**src/rtl/sram_arb_pkg.sv**
```systemverilog
package sram_arb_pkg;
  typedef enum logic [1:0] {
    H_IDLE = 2'd0,
    H_RD   = 2'd1,
    H_WR   = 2'd2
  } hist_e;
endpackage

```
**src/rtl/sram_arb_decide.sv**
```systemverilog
module sram_arb_decide
  import sram_arb_pkg::*;
(
  input  hist_e hist_i,
  input  logic  rd_req_i,
  input  logic  wr_req_i,
  output hist_e next_o
);
  logic rd_ok, wr_ok;

  assign rd_ok = rd_req_i && (hist_i != H_RD);
  assign wr_ok = wr_req_i && (hist_i != H_WR);

  always_comb begin
    next_o = H_IDLE;
    if (rd_ok && wr_ok)  next_o = H_RD;   // both allowed only from idle: read first
    else if (rd_ok)      next_o = H_RD;
    else if (wr_ok)      next_o = H_WR;
  end
endmodule

```
**src/rtl/sram_arb_hist.sv**
```systemverilog
module sram_arb_hist
  import sram_arb_pkg::*;
(
  input  logic  clk_i,
  input  logic  rst_ni,
  input  logic  rd_req_i,
  input  logic  wr_req_i,
  input  hist_e next_i,
  output hist_e hist_o,
  output logic  start_rd_o,
  output logic  start_wr_o
);
  hist_e hist_q;

  always_ff @(posedge clk_i or negedge rst_ni) begin
    if (!rst_ni) hist_q <= H_IDLE;
    else         hist_q <= next_i;
  end

  assign hist_o     = hist_q;
  assign start_rd_o = (hist_q == H_RD);
  assign start_wr_o = (hist_q == H_WR);


  strobe_excl_chk: assert property (@(posedge clk_i) disable iff (!rst_ni)
    !(start_rd_o && start_wr_o));

  no_rd_b2b_chk: assert property (@(posedge clk_i) disable iff (!rst_ni)
    start_rd_o |=> !start_rd_o);

  no_wr_b2b_chk: assert property (@(posedge clk_i) disable iff (!rst_ni)
    start_wr_o |=> !start_wr_o);

  wr_after_rd_chk: assert property (@(posedge clk_i) disable iff (!rst_ni)
    (start_rd_o && rd_req_i && wr_req_i) |=> start_wr_o);

  rd_after_wr_chk: assert property (@(posedge clk_i) disable iff (!rst_ni)
    (start_wr_o && rd_req_i && wr_req_i) |=> start_rd_o);

  rd_from_idle_chk: assert property (@(posedge clk_i) disable iff (!rst_ni)
    (!start_rd_o && !start_wr_o && rd_req_i) |=> start_rd_o);
endmodule

```
**src/rtl/sram_arb_addr_reg.sv**
```systemverilog
module sram_arb_addr_reg #(
  parameter int W = 20
) (
  input  logic         clk_i,
  input  logic         rst_ni,
  input  logic         load_i,
  input  logic [W-1:0] d_i,
  output logic [W-1:0] q_o
);
  logic [W-1:0] q;

  always_ff @(posedge clk_i or negedge rst_ni) begin
    if (!rst_ni)     q <= '0;
    else if (load_i) q <= d_i;
  end

  assign q_o = q;


  addr_hold_chk: assert property (@(posedge clk_i) disable iff (!rst_ni)
    !load_i |=> $stable(q_o));

  addr_load_chk: assert property (@(posedge clk_i) disable iff (!rst_ni)
    load_i |=> (q_o == $past(d_i)));
endmodule

```
**src/rtl/sram_arb_top.sv**
```systemverilog
module sram_arb_top
  import sram_arb_pkg::*;
#(
  parameter int ADDR_W = 20
) (
  input  logic              clk_i,
  input  logic              rst_ni,
  input  logic              rd_sel_ni,
  input  logic              wr_sel_ni,
  input  logic [ADDR_W-1:0] addr_i,
  output logic              start_rd_o,
  output logic              start_wr_o,
  output logic [ADDR_W-1:0] rd_addr_o,
  output logic [ADDR_W-1:0] wr_addr_o
);
  localparam int NPORT = 2;

  logic  rd_req, wr_req;
  hist_e hist, next;
  logic  [NPORT-1:0]             load;
  logic  [NPORT-1:0][ADDR_W-1:0] q;

  assign rd_req = !rd_sel_ni;
  assign wr_req = !wr_sel_ni;

  sram_arb_decide u_decide (
    .hist_i  (hist),
    .rd_req_i(rd_req),
    .wr_req_i(wr_req),
    .next_o  (next)
  );

  sram_arb_hist u_hist (
    .clk_i     (clk_i),
    .rst_ni    (rst_ni),
    .rd_req_i  (rd_req),
    .wr_req_i  (wr_req),
    .next_i    (next),
    .hist_o    (hist),
    .start_rd_o(start_rd_o),
    .start_wr_o(start_wr_o)
  );

  assign load[0] = (next == H_RD);
  assign load[1] = (next == H_WR);

  for (genvar g = 0; g < NPORT; g++) begin : g_areg
    sram_arb_addr_reg #(.W(ADDR_W)) u_areg (
      .clk_i (clk_i),
      .rst_ni(rst_ni),
      .load_i(load[g]),
      .d_i   (addr_i),
      .q_o   (q[g])
    );
  end

  assign rd_addr_o = q[0];
  assign wr_addr_o = q[1];


  deselect_quiet_chk: assert property (@(posedge clk_i) disable iff (!rst_ni)
    (rd_sel_ni && wr_sel_ni) |=> (!start_rd_o && !start_wr_o));
endmodule

```
**config.mk**
```make
export PLATFORM = sky130hd
export DESIGN_NAME = sram_arb_top
export DESIGN_NICKNAME = d
export VERILOG_FILES = /design/src/rtl/sram_arb_pkg.sv /design/src/rtl/sram_arb_decide.sv /design/src/rtl/sram_arb_hist.sv /design/src/rtl/sram_arb_addr_reg.sv /design/src/rtl/sram_arb_top.sv
export SDC_FILE = /design/constraint.sdc
export NUM_CORES = 1
export LEC_CHECK = 0
export CORE_ASPECT_RATIO = 0.6
export CORE_MARGIN = 1.5
export CORE_UTILIZATION = 46
export CTS_CLUSTER_DIAMETER = 60
export DETAILED_ROUTE_END_ITERATION = 7
export GPL_TIMING_DRIVEN = 0
export PLACE_DENSITY = 0.84
export SLEW_MARGIN = 0
export SYNTH_ARGS = -nofsm -noshare
export SYNTH_HDL_FRONTEND = slang
export SYNTH_SLANG_ARGS = --single-unit
```
**constraint.sdc**
```tcl
create_clock -name clk_i -period 3.2 [get_ports clk_i]
set_clock_uncertainty 0.05 [all_clocks]
set_input_delay 0.32 -clock clk_i [delete_from_list [all_inputs] [get_ports clk_i]]
set_output_delay 0.32 -clock clk_i [all_outputs]
set_load 0.01 [all_outputs]
```
==> summary.md, run 1 <==
| Metric | Value |
|---|---|
| Post-CTS Resized | `0` |
| Crit-path max cell delay | `0.52 ns` |
| Final #Nets | `189` |
| Post-synth ARST share | `100%` |
| Distinct cells, synth | `10` |
| Final Util | `73.9%` |
| Hold Buf Count CTS | `0` |
| Site Rows | `16` |
| Die width | `80.6 µm` |
| Critical path class | `flop to output port` |
| Buf/Inv on CP | `2` |
| Post-synth EDFFs | `0` |
| CTS buffer count | `5` |
| Critical Path End Type | `output port` |
| Clock Path Buffers | `2` |
| Final worst-path cycle share | `56.9%` |
| Period minus WS final | `1.82 ns` |
| Total power | `1.53 mW` |
| Die height | `49.5 µm` |
| Register area share after synthesis | `63.3%` |
| Fill count | `204` |
| Yosys reg bits | `42` |
| Vias in the first global route | `1076` |
| Startpoint types | `flop` |
| Net Count, Synth | `117` |
| Maxcap violations | `0` |
| CTS Sinks | `42` |
| DR vias/cell | `4.79` |
| Peak VDD IR | `0.000375 V` |
| Delay-heaviest family, CP | `buffers and inverters` |
| Max Slew Vio Count | `0` |
| Cell area after layout | `0.00247 mm²` |
| CP max FO | `2` |
| Number of routed nets with antenna violations | `0` |
| Full die area | `0.00399 mm²` |
| Dominant cell type by area after synthesis | `dfrtp_1` |
| Run status | `finished clean` |
| Area share of xor/xnor cells in the synthesized design | `0%` |
| CORE AREA | `0.00334 mm²` |
| Post-DP Area | `0.00236 mm²` |
| Slew margin rel. | `40.3%` |
| Worst Max-Slew Pin Slew | `0.895 ns` |
| Buffers on Ports | `65` |
| Combinational family with the most area after synthesis | `multiplexers` |
| Share of cells above drive strength 1 | `33.7%` |
| Largest net degree at the start of global routing | `43` |
| Ports | `66` |
| Initial antenna violation count | `0` |
| DRC violations left | `0` |
| Clock Pin Slew Worst Setup and Hold Paths | `0.08 ns` |
| Main synth FF type | `dfrtp_1` |
| Share of the synthesized area in the top cell type | `63.3%` |
| Synth warn | `0` |
| Layout Area Growth over Synthesis | `48.8%` |
| Cell at the slowest stage of the critical path | `clkdlybuf4s50_1` |
| DRT iter0 DRCs | `29` |
| CTS tree | `done` |
| Synth Area in Simple Gates | `1.58%` |
| Fin. Hold Viols | `0` |
| Maximum clock rate | `550 MHz` |
| # setup viols final | `0` |
| CP Data Required Time | `2.83 ns` |
| Postcts setup bufs | `0` |
| Post-Syn Area | `0.00166 mm²` |
| Final setup TNS | `0 ns` |
| RSZ-0062 raised after global routing | `false` |
| Compound-cell area share of the yosys netlist | `0.754%` |
| Placer congestion estimate | `0.731` |
| Initial Util | `49.7%` |
| Syn avg cell area | `17.9 µm²` |
| CTS root buffer | `clkbuf_8` |
| Synth area leaders | `dfrtp_1 63%, mux2_4 17%, mux2_2 14%` |
| Detailed Place HPWL | `2.43 mm` |
| First-pass detailed-route iteration total | `2` |
| CP arrival | `1.45 ns` |
| Post-synthesis adder-cell area fraction | `0%` |
| # H-tree levels | `2` |
| Overflow after GRT | `0` |
| Pwr/cell area | `620 mW/mm²` |
| Synth cell count leaders | `42 x dfrtp_1, 21 x mux2_2, 19 x mux2_4` |
| Cells after synthesis | `93` |
| Ant diodes | `0` |
| Most numerous cell in the Yosys netlist | `dfrtp_1` |
| Clk_lat worst skew | `0.29 ns` |
| Final WL | `3.34 mm` |
| Routed length per instance | `15.8 µm` |
| Crit path cell chain | `nand2b_1 > inv_1 > clkdlybuf4s50_1` |
| Tightest Hold Check Type | `primary input to async pin` |
| Overall routing resource usage | `18.7%` |
| Global-route wire length before repair | `5.55 mm` |
| Via count | `1011` |
| Leak Pwr | `1.11 nW` |
| Post-synthesis mux area share | `31.4%` |
-- metrics by stage --
stage / cells / hold slack (ns) / worst slack [ns]
finish: 211 / 0.0995 / 1.38
global route: 211 / 0.193 / 1.33
CTS: 211 / 0.135 / 1.36
detailed placement: 203 / 0.445 / 1.40
global placement: 203 / 0.440 / 0.787
floorplan: 93 / -0.0256 / 1.84
-- cell type report --
class,count,area [µm²],area share (%)
Timing Repair Buffer,65,646,26.1
Multi-Input combinational cell,44,561,22.7
Sequential cell,42,1050,42.5
Buffer,4,37.5,1.52
Inverter,3,11.3,0.456
Clock buffer,5,68.8,2.78
Clock inverter,3,40.0,1.62
Tap cell,45,56.3,2.28
-- worst register-to-register path: stages, from the launching register on --
cell and delay, ns:
dfrtp_1 0.38, nor2b_4 0.14, o211ai_2 0.25, buf_6 0.23, mux2_4 0.32
-- routing by layer --
| metal | vias up | global-route usage (%) | wire, µm |
|---|---|---|---|
| met5 | - | 0 | 0 |
| met3 | 2 | 5.74 | 236 |
| met4 | 0 | 4.31 | 4 |
| met1 | 502 | 26.9 | 1570 |
| met2 | 40 | 28.2 | 1530 |
| li1 | 467 | - | - |
-- cells by family after synthesis --
group | after synthesis
DFF | 42
muxes | 40
buffers and inverters | 7
and+or+nand+nor | 3
AOI/OAI and AO/OA | 1
-- registers in the layout, summed over array words and instances, names as in the netlist --
register	flops
u_hist.hist_o	2
g_areg.u_areg.q_o	40
-- power by group --
group / total (mW) / internal, mW / switching [mW] / leakage, nW
logic: 0.450 / 0.299 / 0.152 / 0.560
clock network: 0.403 / 0.230 / 0.173 / 0.0579
registers: 0.680 / 0.625 / 0.0542 / 0.493
total: 1.53 / 1.15 / 0.379 / 1.11
-- cell usage in the layout (no fill, tap or decap) --
master	count
clkdlybuf4s50_1	64
dfrtp_1	42
mux2_2	21
mux2_4	19
clkbuf_8	5
inv_1	3
buf_4	2
buf_6	2
clkinv_2	2
nor2b_4	1
nor2_2	1
nand2b_1	1
o211ai_2	1
bufinv_16	1
buf_2	1
-- worst paths after layout --
| path | cells after the start | from | to | slack (ns) |
|---|---|---|---|---|
| max in group asynchronous | 1 | rst_ni | g_areg[0].u_areg.q_o[9] | 2.43 |
| min in group clk_i | 1 | g_areg[0].u_areg.q_o[9] | g_areg[0].u_areg.q_o[9] | 0.46 |
| min | 1 | rst_ni | g_areg[0].u_areg.q_o[16] | 0.1 |
| max reg2reg | 4 | u_hist.hist_o[0] | g_areg[1].u_areg.q_o[2] | 1.71 |
| min reg2reg | 1 | g_areg[0].u_areg.q_o[9] | g_areg[0].u_areg.q_o[9] | 0.46 |
| max | 3 | u_hist.hist_o[0] | start_wr_o | 1.38 |
Power figures use the tool's default switching activity.
==> run 2: changes to the inputs <==
--- a/config.mk
+++ b/config.mk
@@ -7,11 +7,11 @@
 export LEC_CHECK = 0
 export CORE_ASPECT_RATIO = 0.6
 export CORE_MARGIN = 1.5
-export CORE_UTILIZATION = 46
+export CORE_UTILIZATION = 42
 export CTS_CLUSTER_DIAMETER = 60
 export DETAILED_ROUTE_END_ITERATION = 7
 export GPL_TIMING_DRIVEN = 0
-export PLACE_DENSITY = 0.84
+export PLACE_DENSITY = 0.78
 export SLEW_MARGIN = 0
 export SYNTH_ARGS = -nofsm -noshare
 export SYNTH_HDL_FRONTEND = slang
==> constraint.sdc (replaced) <==
create_clock -name clk_i -period 1.8 [get_ports clk_i]
set_clock_uncertainty 0.05 [all_clocks]
set_input_delay 0.18 -clock clk_i [delete_from_list [all_inputs] [get_ports clk_i]]
set_output_delay 0.18 -clock clk_i [all_outputs]
set_load 0.01 [all_outputs]
==> run 2 against run 1 <==
Against the previous run: routed wire length increased by 2.1%; first-iteration DRC count unchanged; register-to-register slack got worse by 1.4 ns; cell count increased by 1.4%; core utilization decreased by 7.7 points; sequential share of layout area increased by 0.086 points.
==> summary.md, run 2 (synthesis gave the netlist of run 1 again) <==
| Metric | Value |
|---|---|
| Detailed Place HPWL | `2.49 mm` |
| Vias in the first global route | `1139` |
| Delay-heaviest family, CP | `buffers and inverters` |
| Fin. Hold Viols | `0` |
| Critical path depth | `3` |
| DR vias/cell | `4.74` |
| Final Util | `66.3%` |
| CP max FO | `2` |
| R2r setup slk | `0.34 ns` |
| Via count | `1015` |
| Period minus WS final | `1.66 ns` |
| Maxcap violations | `0` |
| Clock Pin Slew Worst Setup and Hold Paths | `0.07 ns` |
| Crit-path max cell delay | `0.52 ns` |
| Share of cells above drive strength 1 | `32.9%` |
| Clock group share of total power | `23.3%` |
| CTS root buffer | `clkbuf_8` |
| Number of routed nets with antenna violations | `0` |
| Ports | `66` |
| RSZ-0062 raised after global routing | `false` |
| CORE AREA | `0.00372 mm²` |
| Final #Nets | `190` |
| Leak Pwr | `1.11 nW` |
| DRT iter0 DRCs | `29` |
| Critical Path End Type | `output port` |
| Maximum clock rate | `602 MHz` |
| Buffers on Ports | `65` |
| Final worst-path cycle share | `92.3%` |
| Buf/Inv on CP | `2` |
| CTS Sinks | `42` |
| Largest net degree at the start of global routing | `43` |
| DRC violations left | `0` |
| Full die area | `0.00435 mm²` |
| CTS buffer count | `5` |
| Max reg flops | `40` |
| Reg-to-reg endpoint | `g_areg[1].u_areg.q_o[7]` |
| Placer congestion estimate | `0.714` |
| Clock Path Buffers | `2` |
| Die width | `84.2 µm` |
| Overflow after GRT | `0` |
| Run status | `finished clean` |
| M3 GR Usage | `7.46%` |
| Slew margin rel. | `40.7%` |
| Area taken by multi-input logic gates | `561 µm²` |
| Met2 GRT Util | `28.3%` |
| Ant diodes | `0` |
| Final WL | `3.41 mm` |
| Site Rows | `17` |
| Crit path cell chain | `nand2b_1 > inv_1 > clkdlybuf4s50_1` |
| # setup viols final | `0` |
| # H-tree levels | `2` |
| Total power | `2.63 mW` |
| Startpoint types | `flop` |
| Tightest Hold Check Type | `flop to flop` |
| Hold path startpoint | `g_areg[0].u_areg.q_o[8]` |
| Sw power | `675 µW` |
| Peak VDD IR | `0.000658 V` |
| Initial antenna violation count | `0` |
| Placed instance count | `205` |
| Sequential power share | `46.0%` |
| Crit Reg-Reg Startpoint | `u_hist.hist_o[0]` |
| Overall routing resource usage | `17.8%` |
| M1 GR Usage | `21.8%` |
| Die height | `51.7 µm` |
| Global-route wire length before repair | `5.69 mm` |
| Pwr/cell area | `1070 mW/mm²` |
| Internal Dissipation | `1.95 mW` |
| CP Data Required Time | `1.57 ns` |
| Non-filler cells in the finished layout | `214` |
| Global route hottest layer | `met2` |
| Worst Max-Slew Pin Slew | `0.890 ns` |
| Fill count | `266` |
| Combinational share of power | `30.7%` |
| Routed length per instance | `15.9 µm` |
| Initial Util | `44.6%` |
| Postcts setup bufs | `0` |
| Layout Area Growth over Synthesis | `48.5%` |
| Hold path depth | `1` |
| CP arrival | `1.43 ns` |
| CTS tree | `done` |
| Register area | `0.00105 mm²` |
| First-pass detailed-route iteration total | `2` |
| Sw frac | `25.7%` |
| Most frequent cells in the layout | `64 x clkdlybuf4s50_1, 42 x dfrtp_1, 21 x mux2_2` |
| Cell at the slowest stage of the critical path | `clkdlybuf4s50_1` |
| Most common cell after layout, fill and taps aside | `clkdlybuf4s50_1` |
| Critical path class | `flop to output port` |
| Max Slew Vio Count | `0` |
| WHS Endpoint | `g_areg[0].u_areg.q_o[8]` |
| Clk_lat worst skew | `0.29 ns` |
| R2R cell count | `4` |
run 2: cell count changes in the layout (fill, tap and decap cells not counted):
cell,change
clkbuf_1,+1
clkinv_2,-1
bufinv_16,-1
clkbuf_8,+1
dlygate4sd3_1,+1
run 2: routing by layer:
metal	vias up	share of wire, %
li1	466	-
met1	507	46
met2	35	45
met3	7	7.4
met4	0	1.4
met5	-	0
run 2: final cells by class:
cell class	count	area share [%]
Buffer	4	1.52
Multi-Input combinational cell	44	22.7
Inverter	3	0.457
Tap cell	47	2.38
Clock inverter	1	0.203
Clock buffer	7	3.50
Timing Repair Buffer	66	26.6
Sequential cell	42	42.6
run 2: worst max-delay path by stage:
stage	from	to	slack (ns)
6_report	u_hist.hist_o[0]	start_wr_o	0.14
5_1_grt	u_hist.hist_o[0]	start_wr_o	0.05
4_1_cts	u_hist.hist_o[0]	start_wr_o	0.12
3_5_place_dp	rd_sel_ni	g_areg[1].u_areg.q_o[3]	0.18
3_3_place_gp	rst_ni	g_areg[1].u_areg.q_o[13]	-0.50
2_1_floorplan	u_hist.hist_o[0]	g_areg[1].u_areg.q_o[0]	0.44
run 2: through the flow:
stage / hold WS (ns) / worst slack (ns) / TNS, ns / cell area (µm²)
after global placement: 0.440 / -0.499 / -20.85 / 2370
after floorplan: -0.166 / 0.437 / 0 / 1660
after CTS: 0.461 / 0.117 / 0 / 2470
after detailed placement: 0.307 / 0.185 / 0 / 2360
after global routing: 0.472 / 0.0474 / 0 / 2470
final: 0.457 / 0.139 / 0 / 2470
run 2: worst register-to-register path: stages (launching register included):
cell	delay, ns
dfrtp_1	0.38
nor2b_4	0.14
o211ai_2	0.22
buf_6	0.23
mux2_4	0.32
run 2: timing repair:
| action | 4_1_cts | 5_1_grt |
|---|---|---|
| gates resized for setup | 0 | 0 |
| endpoints found under the hold margin | 42 | 0 |
| hold buffers | 1 | 0 |
run 2: power by group through the flow:
stage | combinational [mW] | clock, mW | sequential (mW)
2_1_floorplan | 0.270 | 0 | 1.29
3_3_place_gp | 0.803 | 0 | 1.21
3_5_place_dp | 0.813 | 0 | 1.22
4_1_cts | 0.819 | 0.641 | 1.21
5_1_grt | 0.855 | 0.678 | 1.23
6_report | 0.807 | 0.613 | 1.21
